### config.mk
export PLATFORM = sky130hd
export DESIGN_NAME = rx_rst_seq
export DESIGN_NICKNAME = d
export VERILOG_FILES = /design/src/rtl/rx_rst_seq_pkg.sv /design/src/rtl/seq_rst_sync.sv /design/src/rtl/seq_wait_ctr.sv /design/src/rtl/seq_tx_gate.sv /design/src/rtl/rx_rst_seq.sv
export SDC_FILE = /design/constraint.sdc
export NUM_CORES = 1
export LEC_CHECK = 0
export ABC_CLOCK_PERIOD_IN_PS = 2000
export BUFFER_PORTS_ARGS = -buffer_cell sky130_fd_sc_hd__clkbuf_2
export CAP_MARGIN = 15
export CORE_UTILIZATION = 50
export CTS_CLUSTER_SIZE = 8
export DETAILED_ROUTE_END_ITERATION = 10
export PLACE_DENSITY = 0.83
export SETUP_SLACK_MARGIN = 0.15
export SLEW_MARGIN = 20
export SYNTH_ARGS = -nofsm -noshare
export SYNTH_HDL_FRONTEND = slang
export SYNTH_SLANG_ARGS = --single-unit
### constraint.sdc
create_clock -name clk -period 2 [get_ports clk]
set_input_delay 0.1 -clock clk [delete_from_list [all_inputs] [get_ports clk]]
set_output_delay 0.1 -clock clk [all_outputs]
set_load 0.1 [all_outputs]
### src/rtl/rx_rst_seq_pkg.sv
package rx_rst_seq_pkg;

  typedef enum logic [2:0] {
    ST_PWRDN   = 3'd0,
    ST_BUSY_HI = 3'd1,
    ST_BUSY_LO = 3'd2,
    ST_REF     = 3'd3,
    ST_DATA    = 3'd4,
    ST_RUN     = 3'd5
  } seq_state_t;

  function automatic int max3(input int a, input int b, input int c);
    int m;
    m = (a > b) ? a : b;
    return (m > c) ? m : c;
  endfunction

endpackage

### src/rtl/seq_rst_sync.sv
module seq_rst_sync #(
  parameter int STAGES = 2
) (
  input  logic clk,
  input  logic arst_n,
  output logic rst_n_o
);
  logic [STAGES-1:0] chain_q;

  always_ff @(posedge clk or negedge arst_n) begin
    if (!arst_n) chain_q <= '0;
    else         chain_q <= {chain_q[STAGES-2:0], 1'b1};
  end

  assign rst_n_o = chain_q[STAGES-1];
endmodule

### src/rtl/seq_wait_ctr.sv
module seq_wait_ctr #(
  parameter int W    = 4,
  parameter int INIT = 8
) (
  input  logic         clk,
  input  logic         rst_n,
  input  logic         load_i,
  input  logic [W-1:0] val_i,
  output logic         zero_o
);
  localparam logic [W-1:0] INIT_V = INIT[W-1:0];
  logic [W-1:0] cnt_q;

  always_ff @(posedge clk or negedge rst_n) begin
    if (!rst_n)              cnt_q <= INIT_V;
    else if (load_i)         cnt_q <= val_i;
    else if (cnt_q != '0)    cnt_q <= cnt_q - 1'b1;
  end

  assign zero_o = (cnt_q == '0);
endmodule

### src/rtl/seq_tx_gate.sv
module seq_tx_gate #(
  parameter int N = 2
) (
  input  logic clk,
  input  logic rst_n,
  input  logic hold_i,
  input  logic lock_i,
  output logic rst_o
);
  localparam int TW = $clog2(N + 1);
  localparam logic [TW-1:0] N_V = N[TW-1:0];
  logic [TW-1:0] run_q;

  always_ff @(posedge clk or negedge rst_n) begin
    if (!rst_n)                 run_q <= '0;
    else if (hold_i || !lock_i) run_q <= '0;
    else if (run_q != N_V)      run_q <= run_q + 1'b1;
  end

  assign rst_o = (run_q != N_V);
endmodule

### src/rtl/rx_rst_seq.sv
module rx_rst_seq
  import rx_rst_seq_pkg::*;
#(
  parameter int PWRDN_CYC   = 8,
  parameter int LTR_LTD_CYC = 6,
  parameter int LTD_CYC     = 5,
  parameter int TX_LOCK_CYC = 2
) (
  input  logic clk,
  input  logic arst_n,
  input  logic busy_i,
  input  logic rx_lock_i,
  input  logic tx_lock_i,
  output logic pll_pwrdn_o,
  output logic rx_ana_rst_o,
  output logic rx_dig_rst_o,
  output logic tx_dig_rst_o,
  output logic lock_ref_o,
  output logic lock_data_o,
  output logic done_o
);
  localparam int CW = $clog2(max3(PWRDN_CYC, LTR_LTD_CYC, LTD_CYC) + 1);
  localparam logic [CW-1:0] LTR_V = LTR_LTD_CYC[CW-1:0];
  localparam logic [CW-1:0] LTD_V = LTD_CYC[CW-1:0];

  logic        rst_n;
  seq_state_t  st_q, st_d;
  logic        wait_zero;
  logic        wait_load;
  logic [CW-1:0] wait_val;
  logic        tx_rst;

  seq_rst_sync #(.STAGES(2)) u_sync (
    .clk(clk), .arst_n(arst_n), .rst_n_o(rst_n)
  );

  seq_wait_ctr #(.W(CW), .INIT(PWRDN_CYC)) u_wait (
    .clk(clk), .rst_n(rst_n), .load_i(wait_load), .val_i(wait_val), .zero_o(wait_zero)
  );

  seq_tx_gate #(.N(TX_LOCK_CYC)) u_tx (
    .clk(clk), .rst_n(rst_n), .hold_i(pll_pwrdn_o), .lock_i(tx_lock_i), .rst_o(tx_rst)
  );

  always_comb begin
    st_d = st_q;
    unique case (st_q)
      ST_PWRDN:   if (wait_zero) st_d = ST_BUSY_HI;
      ST_BUSY_HI: if (busy_i) st_d = ST_BUSY_LO;
      ST_BUSY_LO: if (!busy_i) st_d = ST_REF;
      ST_REF:     if (rx_lock_i && wait_zero) st_d = ST_DATA;
      ST_DATA: begin
        if (!rx_lock_i)     st_d = ST_REF;
        else if (wait_zero) st_d = ST_RUN;
      end
      ST_RUN:     if (!rx_lock_i) st_d = ST_REF;
      default:    st_d = ST_PWRDN;
    endcase
  end

  always_comb begin
    wait_load = (st_d != st_q) || (st_q == ST_REF && !rx_lock_i);
    unique case (st_d)
      ST_REF:  wait_val = LTR_V;
      ST_DATA: wait_val = LTD_V;
      default: wait_val = '0;
    endcase
  end

  always_ff @(posedge clk or negedge rst_n) begin
    if (!rst_n) st_q <= ST_PWRDN;
    else        st_q <= st_d;
  end

  assign pll_pwrdn_o  = (st_q == ST_PWRDN);
  assign rx_ana_rst_o = (st_q == ST_PWRDN) || (st_q == ST_BUSY_HI) || (st_q == ST_BUSY_LO);
  assign rx_dig_rst_o = (st_q != ST_RUN);
  assign lock_data_o  = (st_q == ST_DATA) || (st_q == ST_RUN);
  assign lock_ref_o   = !lock_data_o;
  assign tx_dig_rst_o = tx_rst;
  assign done_o       = (st_q == ST_RUN) && !tx_rst;
endmodule

==> metrics.log, run 1 <==
[metrics] clk buf depth: 2
[metrics] post-DP HPWL: 997 µm
[metrics] Die ar.: 1540 µm²
[metrics] Endpoint, Worst Hold: u_tx.run_q[0]
[metrics] Min Clock Period, post-route: 1810 ps
[metrics] relative area change from synthesis to final layout: 29.2%
[metrics] static leakage: 0.409 nW
[metrics] FF-to-FF setup slack: 190 ps
[metrics] met2 layer usage reported by global route: 32.9%
[metrics] endpoint of the worst register-to-register path: u_wait.cnt_q[2]
[metrics] worst setup path class: flop to flop
[metrics] vias in the first global route: 466
[metrics] Worst Hold Path Cells: 3
[metrics] vias per inst: 5.64
[metrics] Req. time, crit path: 2160 ps
[metrics] Worst Tran Pin Value: 593 ps
[metrics] Max-Slew Margin vs Limit: 60.5%
[metrics] most used cells in the layout excluding fill and tap cells: sky130_fd_sc_hd__clkbuf_2, sky130_fd_sc_hd__dfrtp_1, sky130_fd_sc_hd__inv_1, sky130_fd_sc_hd__nor2_1
[metrics] first-pass GRT wire length: 2010 µm
[metrics] source of the critical timing path: u_wait.cnt_q[0]
[metrics] run status: completed
[metrics] worst r2r src: u_wait.cnt_q[0]
[metrics] standard cell core area: 1300 µm²
[metrics] Global Route met3 Usage: 5.11%
[metrics] hold violation total from the final report: 0
[metrics] Die Wd: 39.3 µm
[metrics] netlist area before placement: 694 µm²
[metrics] fraction of the core area covered by cells at the end of the flow: 68.9%
[metrics] post-synthesis cell type count: 32
[metrics] layer with the highest usage after global routing: met2
[metrics] adder-cell area share of the yosys netlist: 3.60%
[metrics] H-Tree Depth: 1
[metrics] CTS clk-pin slew, worst paths: 60 ps
[metrics] GR Overflow Total: 0
[metrics] Post-synth EDFFs: 0
[metrics] number of fill cells in the layout: 103
[metrics] count of unresolved DRC violations after routing: 0
[metrics] Clock Skew: 4.82 ps
[metrics] proportion of synthesized area in mux cells: 2.88%
[metrics] initial cell density of the core: 53.4%
[metrics] clock tree root driver cell: sky130_fd_sc_hd__clkbuf_4
[metrics] routed length per placed instance: 12.7 µm
[metrics] CTS tree: built
[metrics] number of clock sinks seen by CTS: 11
[metrics] startpoint of the lowest-slack hold path: tx_lock_i
[metrics] count of boundary I/O pins: 12
[metrics] Yosys top cell by area: sky130_fd_sc_hd__dfrtp_1
[metrics] proportion of synthesized flip-flops having asynchronous set or reset: 100%
[metrics] area taken by multi-input logic gates: 452 µm²
[metrics] max_cap viols: 0
[metrics] syn nets: 87
[metrics] DRT antenna net count: 0
[metrics] portion of synthesized cell area occupied by the leading cell type: 36.0%
[metrics] pin count of the biggest net entering global routing: 17
[metrics] flip-flop cell with the highest count after synthesis: sky130_fd_sc_hd__dfrtp_1
[metrics] largest fanout of any net on the critical path: 7
[metrics] GR Layer Usage met1: 24.6%
[metrics] gate count after technology mapping: 80
[metrics] data arrival time of the critical path: 1960 ps
[metrics] max-slew violation count: 0
[metrics] Nets: 102
[metrics] synth top area cells: sky130_fd_sc_hd__dfrtp_1, sky130_fd_sc_hd__a21oi_1, sky130_fd_sc_hd__inv_1
[metrics] Sequential Area: 277 µm²
[metrics] post-route total power: 0.00134 W
[metrics] global router's overall resource usage: 20.7%
[metrics] number of buffers created by CTS: 3
[metrics] endpoints failing setup: 0
[metrics] Hold/Removal Path Class: input pin to flop
[metrics] number of buffers inserted by port buffering: 11
[metrics] number of violations reported at the end of detailed-routing iteration 0: 21
[metrics] Startpoint Class: flop
[metrics] post-synthesis sequential area ratio: 39.8%
[metrics] share of layout cells above drive strength 1: 34.0%
[metrics] peak supply drop: 0.749 mV
[metrics] XOR/XNOR share of the synthesized area: 2.52%
[metrics] source-to-sink clock delay at the later pin of the worst-skew pair: 260 ps
[metrics] die extent in y: 39.3 µm
[metrics] compound-gate portion of the synthesized area: 24.0%
[metrics] timing-limited maximum frequency: 0.554 GHz
[metrics] Yosys warning total: 0
[metrics] flip-flop and latch count after synthesis: 11
[metrics] router iterations before antenna repair: 4
[metrics] nature of the critical path endpoint: flop
[metrics] total length of routed wires: 1390 µm
[metrics] fin crit share: 90.3%
[metrics] average footprint of a synthesized cell: 8.68 µm²
[metrics] initial antenna violation count: 0
[metrics] depth of the worst register-to-register path: 6
[metrics] pwr/cell area: 1490 nW/µm²
[metrics] Site Rows: 13
[metrics] routability congestion estimate: 0.791
[metrics] RSZ-0062 raised after global routing: yes
[metrics] simple-gate share of the synthesized area: 19.3%
[metrics] diodes inserted: 0
[metrics] main combinational cell family by area after synthesis: compound AO/OA/AOI/OAI gates
[metrics] DR vias: 615
-- stage by stage --
step                TNS, ps  hold slack (ps)  cell area [µm²]  setup WS, ps  instances
finish                    0             87.4              897           195        109
global route              0             74.2              897           138        109
CTS                       0             85.1              836           169        108
detailed placement        0             -113              797           118        103
global placement          0             -113              797           212        103
floorplan             -1100             -196              742          -298         80
-- flip-flops by register name, indices dropped and copies added, names as in the netlist --
register,count
u_sync.chain_q,2
u_wait.cnt_q,4
u_tx.run_q,2
st_q,3
-- timing repair --
item / CTS / global route
setup endpoints to repair: 2 / 5
gates resized for setup: 1 / 9
hold buffers: 1 / 0
buffers inserted: 0 / 1
endpoints found under the hold margin: 2 / 0
-- report_power, final --
part	switching (W)	leakage [nW]	internal (W)
clock	0.0000637	0.0150	0.0000769
combinational	0.000485	0.268	0.000295
sequential	0.000120	0.126	0.000299
total	0.000669	0.409	0.000670
-- how the worst max path moves through the flow --
| stage | to | slack [ps] | depth (start not counted) |
|---|---|---|---|
| 4_1_cts | u_wait.cnt_q[2] | 170 | 6 |
| 3_5_place_dp | u_wait.cnt_q[2] | 120 | 6 |
| 2_1_floorplan | u_wait.cnt_q[1] | -300 | 6 |
| 3_3_place_gp | u_wait.cnt_q[2] | 210 | 6 |
| 5_1_grt | u_wait.cnt_q[2] | 140 | 6 |
| 6_report | u_wait.cnt_q[2] | 190 | 6 |
-- critical path, cell delays in order, from the launching register on --
cell                        delay [ps]
sky130_fd_sc_hd__dfrtp_1           390
sky130_fd_sc_hd__inv_1             110
sky130_fd_sc_hd__ha_4              160
sky130_fd_sc_hd__or3b_4            450
sky130_fd_sc_hd__o2111ai_4         220
sky130_fd_sc_hd__o31ai_4           140
sky130_fd_sc_hd__a311oi_2          240
-- cells in the mapped netlist, types with 2 or more instances --
master / count
sky130_fd_sc_hd__a21o_1: 2
sky130_fd_sc_hd__a21oi_1: 6
sky130_fd_sc_hd__a31oi_1: 3
sky130_fd_sc_hd__and2_1: 2
sky130_fd_sc_hd__buf_2: 2
sky130_fd_sc_hd__clkbuf_1: 3
sky130_fd_sc_hd__dfrtp_1: 10
sky130_fd_sc_hd__ha_1: 2
sky130_fd_sc_hd__inv_1: 8
sky130_fd_sc_hd__mux2i_1: 2
sky130_fd_sc_hd__nand2_1: 5
sky130_fd_sc_hd__nand2b_1: 3
sky130_fd_sc_hd__nand3_1: 2
sky130_fd_sc_hd__nand3b_1: 2
sky130_fd_sc_hd__nor2_1: 7
sky130_fd_sc_hd__nor3_1: 2
sky130_fd_sc_hd__o21ai_0: 4
-- area by class of cell --
class / count / area share [%]
timing repair buffer: 15 / 10.0
sequential: 11 / 30.8
clock buffer: 4 / 2.93
tap: 15 / 2.09
multi-input combinational: 56 / 50.3
inverter: 8 / 3.77
-- metal layers --
layer	vias up	wire length, µm	part of all wire [%]
met4	0	19	1.4
met2	25	650	47
li1	307	-	-
met5	-	0	0
met1	281	626	45
met3	2	91	6.6
-- cells by family (layout without fill, tap and decap cells) --
group / after synthesis / after routing
compound gates: 23 / 23
fa+ha+maj: 2 / 2
xor+xnor: 2 / 2
other cells: 1 / 1
simple gates: 26 / 26
flops: 11 / 11
buf+inv: 13 / 27
mux: 2 / 2
Power figures use the tool's default switching activity.
==> inputs of run 2 (changes only) <==
--- a/config.mk
+++ b/config.mk
@@ -8,10 +8,13 @@
 export ABC_CLOCK_PERIOD_IN_PS = 2000
 export BUFFER_PORTS_ARGS = -buffer_cell sky130_fd_sc_hd__clkbuf_2
 export CAP_MARGIN = 15
-export CORE_UTILIZATION = 50
+export CELL_PAD_IN_SITES_DETAIL_PLACEMENT = 1
+export CELL_PAD_IN_SITES_GLOBAL_PLACEMENT = 1
+export CORE_UTILIZATION = 42
 export CTS_CLUSTER_SIZE = 8
 export DETAILED_ROUTE_END_ITERATION = 10
-export PLACE_DENSITY = 0.83
+export HOLD_SLACK_MARGIN = 0.05
+export PLACE_DENSITY = 0.91
 export SETUP_SLACK_MARGIN = 0.15
 export SLEW_MARGIN = 20
 export SYNTH_ARGS = -nofsm -noshare
==> metrics.log, run 2 (synthesis gave the netlist of run 1 again) <==
[metrics] total length of routed wires: 1820 µm
[metrics] Worst Hold Path Cells: 3
[metrics] most common cell after layout, fill and taps aside: sky130_fd_sc_hd__clkbuf_2
[metrics] worst setup path class: flop to flop
[metrics] Req. time, crit path: 2180 ps
[metrics] fin crit share: 93.3%
[metrics] first-pass GRT wire length: 2840 µm
[metrics] run status: completed
[metrics] relative area change from synthesis to final layout: 30.1%
[metrics] static leakage: 0.416 nW
[metrics] router iterations before antenna repair: 3
[metrics] share of layout cells above drive strength 1: 38.5%
[metrics] CTS clk-pin slew, worst paths: 70 ps
[metrics] endpoint of the worst register-to-register path: u_wait.cnt_q[2]
[metrics] filler-free cell count of the finished design: 112
[metrics] max FFs per register: 4
[metrics] GR Overflow Total: 0
[metrics] hold violation total from the final report: 0
[metrics] Endpoint, Worst Hold: u_tx.run_q[0]
[metrics] initial antenna violation count: 0
[metrics] summed negative setup slack over all endpoints: 0 ps
[metrics] count of unresolved DRC violations after routing: 0
[metrics] startpoint of the lowest-slack hold path: tx_lock_i
[metrics] routed length per placed instance: 16.2 µm
[metrics] clock tree root driver cell: sky130_fd_sc_hd__clkbuf_4
[metrics] vias in the first global route: 622
[metrics] number of clock sinks seen by CTS: 11
[metrics] number of buffers inserted by port buffering: 11
[metrics] cell count after placement: 105
[metrics] RSZ-0062 raised after global routing: yes
[metrics] post-DP HPWL: 1260 µm
[metrics] pin count of the biggest net entering global routing: 17
[metrics] routability congestion estimate: 0.876
[metrics] nature of the critical path endpoint: flop
[metrics] CTS tree: built
[metrics] Startpoint Class: flop
[metrics] biggest registers after layout: u_wait.cnt_q: 4 flops, st_q: 3 flops
[metrics] number of buffers created by CTS: 3
[metrics] peak supply drop: 0.724 mV
[metrics] data arrival time of the critical path: 2040 ps
[metrics] max_cap viols: 0
[metrics] Nets: 104
[metrics] Die Wd: 42.7 µm
[metrics] depth of the worst register-to-register path: 6
[metrics] number of violations reported at the end of detailed-routing iteration 0: 14
[metrics] Max-Slew Margin vs Limit: 59.0%
[metrics] register containing the most flip-flops in the final layout: u_wait.cnt_q
[metrics] count of boundary I/O pins: 12
[metrics] diodes inserted: 0
[metrics] most used cells in the layout excluding fill and tap cells: sky130_fd_sc_hd__clkbuf_2, sky130_fd_sc_hd__dfrtp_1, sky130_fd_sc_hd__nor2_1, sky130_fd_sc_hd__buf_4
[metrics] Worst Tran Pin Value: 615 ps
[metrics] Site Rows: 14
[metrics] Die ar.: 1820 µm²
[metrics] Clock Skew: 0.250 ps
[metrics] worst slack at placement: 120 ps
[metrics] post-route total power: 0.00140 W
[metrics] WHS: 97.2 ps
[metrics] worst r2r src: u_wait.cnt_q[0]
[metrics] standard cell core area: 1520 µm²
[metrics] H-Tree Depth: 1
[metrics] Hold/Removal Path Class: input pin to flop
[metrics] clk buf depth: 2
[metrics] source-to-sink clock delay at the later pin of the worst-skew pair: 270 ps
[metrics] largest fanout of any net on the critical path: 6
[metrics] fin worst setup slack: 133 ps
[metrics] timing-limited maximum frequency: 0.536 GHz
[metrics] max-slew violation count: 0
[metrics] Min Clock Period, post-route: 1870 ps
[metrics] DRT antenna net count: 0
[metrics] global router's overall resource usage: 22.0%
[metrics] FF-to-FF setup slack: 130 ps
[metrics] vias per inst: 5.72
[metrics] pwr/cell area: 1550 nW/µm²
[metrics] initial cell density of the core: 45.6%
[metrics] endpoints failing setup: 0
[metrics] die extent in y: 42.7 µm
[metrics] DR vias: 641
run 2: routing by layer:
| layer | track usage (%) | share of wire (%) | wire [µm] |
|---|---|---|---|
| met5 | 0 | 0 | 0 |
| met4 | 15.0 | 2.6 | 48 |
| met3 | 3.83 | 2.0 | 36 |
| met2 | 35.5 | 48 | 873 |
| met1 | 26.4 | 47 | 859 |
run 2: report_power, final:
| group | switching [W] | internal, W |
|---|---|---|
| sequential | 0.000114 | 0.000299 |
| clock | 0.0000785 | 0.0000742 |
| combinational | 0.000522 | 0.000312 |
run 2: final cells by class:
class | count | area (µm²)
inverters | 8 | 33.8
repair buffers | 17 | 103
fillers | 187 | 621
multi-input cells | 56 | 443
clock buffers | 3 | 22.5
well taps | 16 | 20.0
clock inverters | 1 | 5.00
flip-flops and latches | 11 | 277
run 2: stage by stage:
step                      util, %  instance area (µm²)
after floorplan                 -                  742
after global placement       52.9                  806
after detailed placement     52.9                  806
after CTS                    55.5                  846
after global routing         59.3                  903
final                        59.3                  903
run 2: worst max-delay path by stage:
stage,slack (ps),to,depth (start not counted),from
5_1_grt,70,u_wait.cnt_q[2],6,u_wait.cnt_q[0]
6_report,130,u_wait.cnt_q[2],6,u_wait.cnt_q[0]
3_5_place_dp,120,u_wait.cnt_q[2],6,u_wait.cnt_q[0]
3_3_place_gp,220,u_wait.cnt_q[2],6,u_wait.cnt_q[0]
2_1_floorplan,-300,u_wait.cnt_q[1],6,st_q[1]
4_1_cts,150,u_wait.cnt_q[2],6,u_wait.cnt_q[0]
run 2: timing repair:
action                                  in CTS  in global routing
hold buffers                                 1                  0
cloned                                       0                  0
buffers inserted                             0                  2
pin swaps                                    1                  1
hold endpoints to repair                     2                  0
endpoints found under the setup margin       4                  4
resized for setup                            1                  8
run 2: critical path: stages, from the launching register on:
cell and delay [ps]:
sky130_fd_sc_hd__dfrtp_1 420, sky130_fd_sc_hd__inv_2 100, sky130_fd_sc_hd__ha_4 160, sky130_fd_sc_hd__or3b_4 440, sky130_fd_sc_hd__a31oi_2 250, sky130_fd_sc_hd__o31ai_4 100, sky130_fd_sc_hd__a311oi_2 300
==> inputs of run 3 (changes only) <==
--- a/config.mk
+++ b/config.mk
@@ -5,6 +5,7 @@
 export SDC_FILE = /design/constraint.sdc
 export NUM_CORES = 1
 export LEC_CHECK = 0
+export ABC_AREA = 1
 export ABC_CLOCK_PERIOD_IN_PS = 2000
 export BUFFER_PORTS_ARGS = -buffer_cell sky130_fd_sc_hd__clkbuf_2
 export CAP_MARGIN = 15
@@ -14,7 +15,7 @@
 export CTS_CLUSTER_SIZE = 8
 export DETAILED_ROUTE_END_ITERATION = 10
 export HOLD_SLACK_MARGIN = 0.05
-export PLACE_DENSITY = 0.91
+export PLACE_DENSITY = 0.92
 export SETUP_SLACK_MARGIN = 0.15
 export SLEW_MARGIN = 20
 export SYNTH_ARGS = -nofsm -noshare
==> metrics.log, run 3 <==
[metrics] run status: completed
[metrics] most common cell after layout, fill and taps aside: sky130_fd_sc_hd__nand2_1
[metrics] DRT antenna net count: 0
[metrics] category of cells accounting for the largest share of critical-path delay: flip-flops
[metrics] initial cell density of the core: 47.1%
[metrics] Startpoint Class: flop
[metrics] Max-Slew Margin vs Limit: 64.1%
[metrics] startpoint of the lowest-slack hold path: tx_lock_i
[metrics] max_cap viols: 0
[metrics] count of boundary I/O pins: 12
[metrics] register containing the most flip-flops in the final layout: u_wait.cnt_q
[metrics] number of violations reported at the end of detailed-routing iteration 0: 10
[metrics] number of buffers inserted by port buffering: 11
[metrics] Crit path largest cell delay: 490 ps
[metrics] routability congestion estimate: 0.838
[metrics] largest fanout of any net on the critical path: 8
[metrics] max-slew violation count: 0
[metrics] Hold/Removal Path Class: input pin to flop
[metrics] Worst Tran Pin Value: 541 ps
[metrics] flip-flop cell with the highest count after synthesis: sky130_fd_sc_hd__dfrtp_1
[metrics] average footprint of a synthesized cell: 7.58 µm²
[metrics] share of layout cells above drive strength 1: 37.7%
[metrics] DR vias: 725
[metrics] die extent in y: 44.3 µm
[metrics] slowest cell on the critical path: sky130_fd_sc_hd__dfrtp_2
[metrics] diodes inserted: 0
[metrics] pin count of the biggest net entering global routing: 10
[metrics] GR Overflow Total: 0
[metrics] post-DP HPWL: 1530 µm
[metrics] area taken by multi-input logic gates: 455 µm²
[metrics] Min Clock Period, post-route: 1750 ps
[metrics] syn nets: 106
[metrics] total stage count of the critical path: 4
[metrics] Die Wd: 44.3 µm
[metrics] proportion of synthesized flip-flops having asynchronous set or reset: 100%
[metrics] router iterations before antenna repair: 4
[metrics] CTS tree: built
[metrics] synth top area cells: sky130_fd_sc_hd__dfrtp_1, sky130_fd_sc_hd__nand2_1, sky130_fd_sc_hd__nand3_1
[metrics] top post-synthesis cells by count: sky130_fd_sc_hd__nand2_1, sky130_fd_sc_hd__inv_1, sky130_fd_sc_hd__nand3_1
[metrics] first-pass GRT wire length: 3440 µm
[metrics] source-to-sink clock delay at the later pin of the worst-skew pair: 270 ps
[metrics] endpoints failing setup: 0
[metrics] number of fill cells in the layout: 212
[metrics] gate count after technology mapping: 99
[metrics] clk buf depth: 2
[metrics] biggest registers after layout: u_wait.cnt_q: 4 flops, st_q: 3 flops
[metrics] nature of the critical path endpoint: primary output
[metrics] vias per inst: 5.25
[metrics] timing-limited maximum frequency: 0.571 GHz
[metrics] H-Tree Depth: 1
[metrics] worst setup path class: flop to primary output
[metrics] routed length per placed instance: 14.4 µm
[metrics] portion of synthesized cell area occupied by the leading cell type: 33.3%
[metrics] Worst Hold Path Cells: 3
[metrics] Yosys warning total: 0
[metrics] global router's overall resource usage: 23.9%
[metrics] RSZ-0062 raised after global routing: no
[metrics] worst r2r src: u_wait.cnt_q[0]
[metrics] most used cells in the layout excluding fill and tap cells: sky130_fd_sc_hd__nand2_1, sky130_fd_sc_hd__inv_1, sky130_fd_sc_hd__nand3_1, sky130_fd_sc_hd__clkbuf_2, sky130_fd_sc_hd__dfrtp_1
[metrics] cells traversed along the worst timing path: nor2_2 > nand2_2 > nand2_8 > buf_2
[metrics] number of buffers created by CTS: 3
[metrics] flip-flop and latch count after synthesis: 11
[metrics] fin crit share: 87.6%
[metrics] Nets: 122
[metrics] Die ar.: 1960 µm²
[metrics] vias in the first global route: 794
[metrics] hold violation total from the final report: 0
[metrics] buffers and inverters on the worst path: 1
[metrics] number of clock sinks seen by CTS: 11
[metrics] Yosys top cell by area: sky130_fd_sc_hd__dfrtp_1
[metrics] summed negative setup slack over all endpoints: 0 ps
[metrics] initial antenna violation count: 0
[metrics] total length of routed wires: 1990 µm
[metrics] depth of the worst register-to-register path: 12
[metrics] relative area change from synthesis to final layout: 24.0%
[metrics] Clock Skew: 2.11 ps
[metrics] Sequential Area: 279 µm²
[metrics] Req. time, crit path: 1900 ps
[metrics] cell with the most instances after synthesis: sky130_fd_sc_hd__nand2_1
[metrics] post-synthesis sequential area ratio: 36.8%
[metrics] CTS clk-pin slew, worst paths: 70 ps
[metrics] source of the critical timing path: st_q[0]
[metrics] Site Rows: 14
[metrics] max FFs per register: 4
[metrics] count of unresolved DRC violations after routing: 0
[metrics] clock tree root driver cell: sky130_fd_sc_hd__clkbuf_4
[metrics] data arrival time of the critical path: 1650 ps
[metrics] post-synthesis cell type count: 27
[metrics] netlist area before placement: 751 µm²
[metrics] Post-synth EDFFs: 0
[metrics] standard cell core area: 1590 µm²
-- run 3: cell types whose count changed in the layout (fill, tap and decap cells not counted), moves of 3 or more --
cell and delta:
sky130_fd_sc_hd__o21ai_0 -4, sky130_fd_sc_hd__nand3_1 +8, sky130_fd_sc_hd__nor2_2 +3, sky130_fd_sc_hd__buf_4 -4
sky130_fd_sc_hd__inv_1 +6, sky130_fd_sc_hd__nand2_2 +5, sky130_fd_sc_hd__o21ai_1 +4, sky130_fd_sc_hd__nand2b_1 -3
sky130_fd_sc_hd__nand2_1 +15
-- run 3: metal layers --
layer  part of all wire, %  wire length, µm  vias up  GRT usage [%]
met3                   3.2               64        4           3.67
met1                    39              773      355           26.0
met2                    57             1130       21           47.4
li1                      -                -      345              -
met5                     0                0        -              0
met4                   1.4               28        0           5.45
-- run 3: worst paths after layout --
kind / slack [ps] / endpoint
setup / recovery: 250 / lock_data_o
hold / removal: 70 / u_tx.run_q[0]
setup reg to reg: 290 / u_wait.cnt_q[1]
hold reg to reg: 160 / u_wait.cnt_q[2]
max in group asynchronous: 1530 / u_wait.cnt_q[3]
min in group asynchronous: 150 / u_sync.chain_q[1]
-- run 3: metrics by stage --
step	setup WS (ps)	cell area (µm²)	util (%)	hold slack [ps]	instances
after floorplan	133	788	-	-196	99
after global placement	183	855	53.6	-114	132
after detailed placement	122	855	53.6	-112	132
after CTS	158	898	56.4	63.9	138
after global routing	163	931	58.4	81.5	138
final	247	931	58.4	72.0	138
-- run 3: cell type report --
| cell class | instances | area share (%) |
|---|---|---|
| Timing Repair Buffer | 13 | 7.80 |
| Tap cell | 24 | 3.23 |
| Sequential cell | 11 | 30.0 |
| Multi-Input combinational cell | 70 | 48.9 |
| Clock buffer | 4 | 2.82 |
| Inverter | 16 | 7.26 |
-- run 3: kinds of logic (layout without fill, tap and decap cells) --
group	count (synthesis)	in the layout	share of synthesized area (%)
buffers and inverters	18	33	10.5
AND/OR/NAND/NOR	54	54	37.2
adder cells (fa/ha/maj)	2	2	3.33
flip-flops	11	11	36.8
AO/OA/AOI/OAI	10	10	8.17
XOR/XNOR	3	3	3.50
other	1	1	0.500
-- run 3: timing repair --
action,in CTS,in global routing
setup endpoints to repair,2,6
pin swaps,1,3
hold buffers,1,0
buffers inserted,1,0
endpoints found under the hold margin,2,0
gates resized for setup,0,13
-- run 3: worst min-delay path, stage by stage --
cell	delay [ps]
sky130_fd_sc_hd__clkbuf_2	80
sky130_fd_sc_hd__nand2_1	80
sky130_fd_sc_hd__a21oi_1	40
Power of run 3 is left out: the tool's default activity adds up to more than one toggle a clock period on the data nets, which glitch-free logic cannot reach.
